--- config.mk ---
export PLATFORM = sky130hd
export DESIGN_NAME = xmon_top
export DESIGN_NICKNAME = d
export VERILOG_FILES = /design/src/rtl/xmon_pkg.sv /design/src/rtl/xmon_gran_cmp.sv /design/src/rtl/xmon_resv.sv /design/src/rtl/xmon_judge.sv /design/src/rtl/xmon_top.sv
export SDC_FILE = /design/constraint.sdc
export NUM_CORES = 1
export LEC_CHECK = 0
export CORE_MARGIN = 2
export CORE_UTILIZATION = 36
export DETAILED_ROUTE_END_ITERATION = 16
export PLACE_DENSITY_LB_ADDON = 0.2
export SLEW_MARGIN = 20
export SYNTH_ARGS = -nofsm -noshare
export SYNTH_HDL_FRONTEND = slang
export SYNTH_SLANG_ARGS = --single-unit
--- constraint.sdc ---
create_clock -name clk -period 1.9 [get_ports clk]
set_input_delay 0.38 -clock clk [delete_from_list [all_inputs] [get_ports clk]]
set_output_delay 0.38 -clock clk [all_outputs]
set_load 0.05 [all_outputs]
--- src/rtl/xmon_pkg.sv ---
package xmon_pkg;
   typedef enum logic {
      XM_PASS = 1'b0,
      XM_FAIL = 1'b1
   } xm_status_e;
endpackage

--- src/rtl/xmon_gran_cmp.sv ---
module xmon_gran_cmp #(
   parameter int ADDR_W    = 32,
   parameter int GRAN_LOG2 = 6
) (
   input  logic [ADDR_W-1:0]         addr,
   input  logic [ADDR_W-GRAN_LOG2-1:0] tag,
   output logic                      hit
);
   localparam int TAG_W = ADDR_W - GRAN_LOG2;

   // Only the bits above the granule offset take part in the compare.
   logic [TAG_W-1:0] addr_tag;
   assign addr_tag = addr[ADDR_W-1:GRAN_LOG2];
   assign hit      = (addr_tag == tag);
endmodule

--- src/rtl/xmon_resv.sv ---
module xmon_resv #(
   parameter int ADDR_W    = 32,
   parameter int GRAN_LOG2 = 6
) (
   input  logic                        clk,
   input  logic                        rst_n,
   input  logic                        arm,
   input  logic [ADDR_W-1:0]           arm_addr,
   input  logic                        disarm,
   output logic                        armed,
   output logic [ADDR_W-GRAN_LOG2-1:0] tag
);
   localparam int TAG_W = ADDR_W - GRAN_LOG2;

   // Arm wins over disarm: a load-exclusive in the same cycle as a
   // store-exclusive or snoop leaves the new reservation in place.
   always_ff @(posedge clk) begin
      if (!rst_n) begin
         armed <= 1'b0;
         tag   <= '0;
      end else if (arm) begin
         armed <= 1'b1;
         tag   <= arm_addr[ADDR_W-1:GRAN_LOG2];
      end else if (disarm) begin
         armed <= 1'b0;
      end
   end
endmodule

--- src/rtl/xmon_judge.sv ---
module xmon_judge #(
   parameter bit KILL_SAME_CYCLE = 1'b1
) (
   input  logic sx_valid,
   input  logic armed,
   input  logic sx_hit,
   input  logic snp_conflict,
   output logic commit,
   output logic resp_valid,
   output xmon_pkg::xm_status_e status
);
   logic blocked;

   generate
      if (KILL_SAME_CYCLE) begin : g_kill
         assign blocked = snp_conflict;
      end else begin : g_nokill
         assign blocked = 1'b0;
      end
   endgenerate

   logic pass;
   assign pass       = armed & sx_hit & ~blocked;
   assign commit     = sx_valid & pass;
   assign resp_valid = sx_valid;
   assign status     = (sx_valid & ~pass) ? xmon_pkg::XM_FAIL : xmon_pkg::XM_PASS;
endmodule

--- src/rtl/xmon_top.sv ---
module xmon_top #(
   parameter int ADDR_W          = 32,
   parameter int GRAN_LOG2       = 6,
   parameter bit KILL_SAME_CYCLE = 1'b1
) (
   input  logic              clk,
   input  logic              rst_n,
   input  logic              lx_valid,
   input  logic [ADDR_W-1:0] lx_addr,
   input  logic              sx_valid,
   input  logic [ADDR_W-1:0] sx_addr,
   input  logic              snp_valid,
   input  logic [ADDR_W-1:0] snp_addr,
   output logic              sx_commit,
   output logic              sx_resp_valid,
   output logic              sx_status
);
   localparam int TAG_W = ADDR_W - GRAN_LOG2;

   initial begin
      if (GRAN_LOG2 < 0 || GRAN_LOG2 >= ADDR_W)
         $error("xmon_top: GRAN_LOG2 must lie in [0, ADDR_W-1]");
      if (ADDR_W < 2)
         $error("xmon_top: ADDR_W too small");
   end

   logic             armed;
   logic [TAG_W-1:0] tag;
   logic             sx_hit;
   logic             snp_hit;
   logic             snp_conflict;
   logic             disarm;
   xmon_pkg::xm_status_e status_e;

   xmon_gran_cmp #(.ADDR_W(ADDR_W), .GRAN_LOG2(GRAN_LOG2)) u_cmp_sx (
      .addr(sx_addr), .tag(tag), .hit(sx_hit)
   );

   xmon_gran_cmp #(.ADDR_W(ADDR_W), .GRAN_LOG2(GRAN_LOG2)) u_cmp_snp (
      .addr(snp_addr), .tag(tag), .hit(snp_hit)
   );

   assign snp_conflict = snp_valid & armed & snp_hit;
   assign disarm       = sx_valid | snp_conflict;

   xmon_resv #(.ADDR_W(ADDR_W), .GRAN_LOG2(GRAN_LOG2)) u_resv (
      .clk(clk), .rst_n(rst_n),
      .arm(lx_valid), .arm_addr(lx_addr),
      .disarm(disarm),
      .armed(armed), .tag(tag)
   );

   xmon_judge #(.KILL_SAME_CYCLE(KILL_SAME_CYCLE)) u_judge (
      .sx_valid(sx_valid), .armed(armed), .sx_hit(sx_hit),
      .snp_conflict(snp_conflict),
      .commit(sx_commit), .resp_valid(sx_resp_valid), .status(status_e)
   );

   assign sx_status = status_e;
endmodule

# --- Word level (Yosys, flattened, before mapping) ---
# Cells that the tools add are included.
op_classes:
  add_sub_neg: 0
  n_mul: 0
  n_div: 0
  n_lt_le_gt_ge: 0
  n_eq_ne: 2
  shifts: 0
  muxes: 3
  bitwise: 9
  n_reduce_logical: 1
ops:
  columns: ["cell", "n"]
  rows:
  - ["equality test 26 bit", 2]
  - ["AND 1 bit", 6]
  - ["two-way mux 1 bit", 3]
  - ["NOT 1 bit", 2]
  - ["nonzero test 2 bit", 1]
  - ["bitwise OR 1 bit", 1]
totals:
  ff_bits: 27
  latch_bits: 0
  mem_bits_rw: 0
  romBits: 0
  word_cells: 17
  n_memories: 0

# --- Longest topological paths before layout ---
logic_depth:
  depth_word: 7
  ltp_mapped: 5
  ltp_nobuf: 5

# --- Hierarchy ---
# A second synthesis with hierarchy kept.
unflattened:
  hier_cells: 162
  area_unflattened_um2: 1659.1
by_module_without_submodules:
  columns: ["module", "n_inst", "cells_each", "area_each_um2"]
  rows:
  - ["xmon_resv", 1, 86, 1036.0]
  - ["xmon_gran_cmp", 2, 35, 287.8]
  - ["xmon_judge", 1, 4, 31.3]
  - ["xmon_top", 1, 2, 16.3]

# --- Least setup slack after synthesis ---
# No wires, ideal clock.
synth_path:
  path_type: "input port to output port"
  startpoint: "in sx_addr[8]"
  endpoint: "out sx_commit"
  arrival_ns: 1.671
  setup_slack_ns: -0.151
  stages: 5
  n_path_buf: 0
  cell_sequence: "xnor2_1 nand4_1 nor4_1 o2111ai_1 nor2_1"
synth_via:
  elab_chain_cells: 4
synth_rtl:
  columns: ["element", "line_no", "source"]
  rows:
  - ["start, declared", "xmon_top.sv:11", "input logic [ADDR_W-1:0] sx_addr,"]
  - ["equality test 26 bit", "xmon_gran_cmp.sv:14", "assign hit = (addr_tag == tag);"]
  - ["AND 1 bit (2 in a row)", "xmon_judge.sv:23", "assign pass = armed & sx_hit & ~blocked;"]
  - ["AND 1 bit", "xmon_judge.sv:24", "assign commit = sx_valid & pass;"]
  - ["end, declared", "xmon_top.sv:14", "output logic sx_commit,"]
# No other way between the ends.

# --- Final worst setup path ---
layout_path:
  startpoint: "in snp_addr[8]"
  endpoint: "out sx_status"
layout_via:
  elab_chain_cells: 7
layout_rtl:
  columns: ["element", "line_no", "source"]
  rows:
  - ["start, declared", "xmon_top.sv:13", "input logic [ADDR_W-1:0] snp_addr,"]
  - ["equality test 26 bit", "xmon_gran_cmp.sv:14", null]
  - ["AND 1 bit", "xmon_top.sv:43", "assign snp_conflict = snp_valid & armed & snp_hit;"]
  - ["NOT 1 bit", "xmon_judge.sv:23", null]
  - ["AND 1 bit", "xmon_judge.sv:23", null]
  - ["NOT 1 bit", "xmon_judge.sv:26", "assign status = (sx_valid & ~pass) ? xmon_pkg::XM_FAIL : xmon_pkg::XM_PASS;"]
  - ["AND 1 bit", "xmon_judge.sv:26", null]
  - ["two-way mux 1 bit", "xmon_judge.sv:26", null]
  - ["end, declared", "xmon_top.sv:16", "output logic sx_status"]
# No other way between the ends.

==> results.ini <==
[run_status]
outcome = complete, but fails checks
violations = setup timing

[worst_setup_path]
start_kind = input port
cp_max_fo = 2
critPathCaptureType = output pin
cp.arrival_ns = 1.90
worstPathRequired_ns = 1.52
crit_path_cell_trace = clkdlybuf4s50_1 > xor2_1 > nor3_2 > nand3_2 > o2111ai_4 > and2_4 > buf_12
cp_slowest_stage_delay_ns = 0.41
critPathKind = in2out
cp_slowest_cell = clkdlybuf4s50_1

[power]
ir_drop_v = 0.0003001
leakagePower_nw = 1.194
fin_total_pwr_mw = 1.398
pwr-share-clk_pct = 24.0
p_per_area_nw_per_um2 = 496.9
comb_power_share_pct = 30.7
switching_share_pct = 26.97
switchingPower_mw = 0.3771
seq_power_share_pct = 45.4
p_int_mw = 1.021

[sta]
worstMarginPinSlew_ns = 0.2794
holdWs_ns = 0.5549
setup_ws_ns = -0.3753
min_period_ns = 2.275
finalHoldViolCount = 0
fin_skew_ns = 0.003185
setup_violations = 2
fmax_ghz = 0.4395
maxSlewViolCount = 0
fin_crit_sh_pct = 119.8
slew_headroom_pct = 81.23
rsz0062_at_grt = true

[grt]
grt_max_degree = 28
grtUsageMet2_pct = 28.91
grtUsageMet3_pct = 5.271
met1_usage_pct = 23.42
overflow = 0
busiest_layer = met2
antenna_found_initial = 0
grt_pass1_wl_um = 7031
grtUsageTotal_pct = 17.96
first_global_vias = 1477

[synth]
syn_nets = 264
synthDistinctLibCells = 20
synthMuxAreaShare_pct = 16.01
ys_ff_latch = 27
yosysWarningCount = 0
synth_top_family_by_area = XOR/XNOR gates
syn_inst = 163
yosysSeqAreaShare_pct = 33.26
synth_area_per_cell_um2 = 9.971
synth-simple-area-share_pct = 18.94
synthXorXnorAreaFrac_pct = 28.02
synth_area_um2 = 1625
synth-compound-area-share_pct = 1.463
synth_adder_area_share_pct = 0

[detailed_routing]
drtIter0Drc = 46
ant_nets = 0
routedWlPerCell_um = 14.26
wirelength_um = 4506
viasPerCell = 4.585
drtPass1Iterations = 4
num_vias = 1449
post-route-drc-count = 0

[floorplan]
rows = 24
coreArea_um2 = 4354
ios = 104
chipWidth_um = 71.19
dieArea_um2 = 5068
initial_core_util_pct = 37.33
fp.dieH_um = 71.19

[cells_and_area]
final_util_pct = 64.63
design_area_um2 = 2814
drive_gt1_share_pct = 19.70
fin_nets = 366
syn2layout_area_growth_pct = 73.13
antenna_cells = 0

[cts]
path_clk_slew_ns = 0.09
clock-sinks = 27
clk_latency_ns = 0.28
numCtsBuffers = 3
cts.path.max_buffers = 2
cts_tree = done
htreeDepth = 1
cts-root-buf = clkbuf_8

[placed_design]
placed_area_um2 = 2665
port_buffers = 85
place_hpwl_um = 3385
routabilityCongestion = 0.7671

[hold_path]
hp-class = reg2reg

[flow_run]
maxCapViolations = 0

-- power by group through the flow --
stage               clock [mW]  sequential, mW  combinational, mW
global placement             0           0.646              0.425
floorplan                    0           0.642              0.186
detailed placement           0           0.646              0.429
finish                   0.335           0.635              0.429
CTS                      0.352           0.634              0.425
global route             0.373           0.639              0.462
-- Yosys cell counts, drive strengths merged --
| cell type | n | share of area [%] |
|---|---|---|
| mux2i | 26 | 16 |
| dfxtp | 27 | 33 |
| xor2 | 26 | 14 |
| nor2b | 26 | 10 |
| a21boi | 1 | 0.46 |
| nand2 | 2 | 0.46 |
| nand4 | 7 | 2.7 |
| xnor2 | 26 | 14 |
| o2111ai | 1 | 0.54 |
| and2 | 1 | 0.39 |
| o211ai | 1 | 0.46 |
| nor4 | 7 | 4.2 |
| nor2 | 1 | 0.23 |
| inv | 2 | 0.46 |
| clkbuf | 2 | 0.46 |
| nor3 | 2 | 0.62 |
| nand3 | 1 | 0.31 |
| buf | 4 | 1.4 |
-- timing repair --
item | CTS | global route
buffers inserted | 3 | 0
hold buffers | 0 | 0
resized for setup | 65 | 5
endpoints found under the setup margin | 2 | 2
hold endpoints to repair | 0 | 0
pin swaps | 38 | 4
cloned | 0 | 0
-- sequential cells by signal, indices dropped and copies added, names as in the netlist --
register	cells
u_resv.tag	26
u_resv.armed	1
-- through the flow --
| step | setup TNS, ns | worst slack [ns] | std cells |
|---|---|---|---|
| global route | -0.8877 | -0.4493 | 316 |
| detailed placement | -1.188 | -0.6013 | 309 |
| finish | -0.7190 | -0.3753 | 316 |
| CTS | -0.6844 | -0.3597 | 316 |
| floorplan | 0 | 0.02704 | 163 |
| global placement | -1.148 | -0.5919 | 309 |
-- layout by cell type, fill, tap and decap left out, types with 2 or more instances in the layout --
master            n
xnor2_2           2
nor3_2            2
mux2i_1          26
buf_6             2
inv_1             2
dfxtp_1          19
xnor2_1          24
nand2_1           2
buf_12            4
dfxtp_4           2
clkdlybuf4s50_1  41
buf_4            15
dlygate4sd2_1    38
nor2b_1          26
dfxtp_2           6
nand4_1           7
clkbuf_8          3
xor2_1           22
clkdlybuf4s15_1   2
nor4_2            6
xor2_2            4
-- worst paths after layout --
check                               startpoint  cells after the start  slack, ns            end
worst max-delay path               snp_addr[8]                      7      -0.38      sx_status
worst min-delay path             u_resv.tag[3]                      2       0.55  u_resv.tag[3]
worst max register to register  u_resv.tag[16]                      6       0.33   u_resv.armed
worst min register to register   u_resv.tag[3]                      2       0.55  u_resv.tag[3]
-- kinds of logic after synthesis --
group	after synthesis
buffers and inverters	8
AND/OR/NAND/NOR	47
AO/OA/AOI/OAI	3
flip-flops	27
XOR/XNOR	52
multiplexers	26
-- layout make-up --
type	instances	area (µm²)
fill	382	1540
clock buffer	4	45.04
tap	52	65.06
timing repair buffer	103	983.4
sequential	27	555.5
multi-input combinational	128	1157
inverter	2	7.507
-- worst max-delay path: cells and delay by family --
family,cells,cell delay (ns)
xor gates and xnor gates,1,0.15
AOI/OAI and AO/OA,1,0.25
and+or+nand+nor,3,0.57
buffers and inverters,2,0.54
-- layer usage --
metal | wire, µm | vias to the layer above | part of all wire [%]
li1 | - | 748 | -
met1 | 2058 | 645 | 46
met5 | 0 | - | 0
met3 | 336 | 5 | 7.5
met2 | 2058 | 51 | 46
met4 | 53 | 0 | 1.2
(Power assumes the default switching activity.)
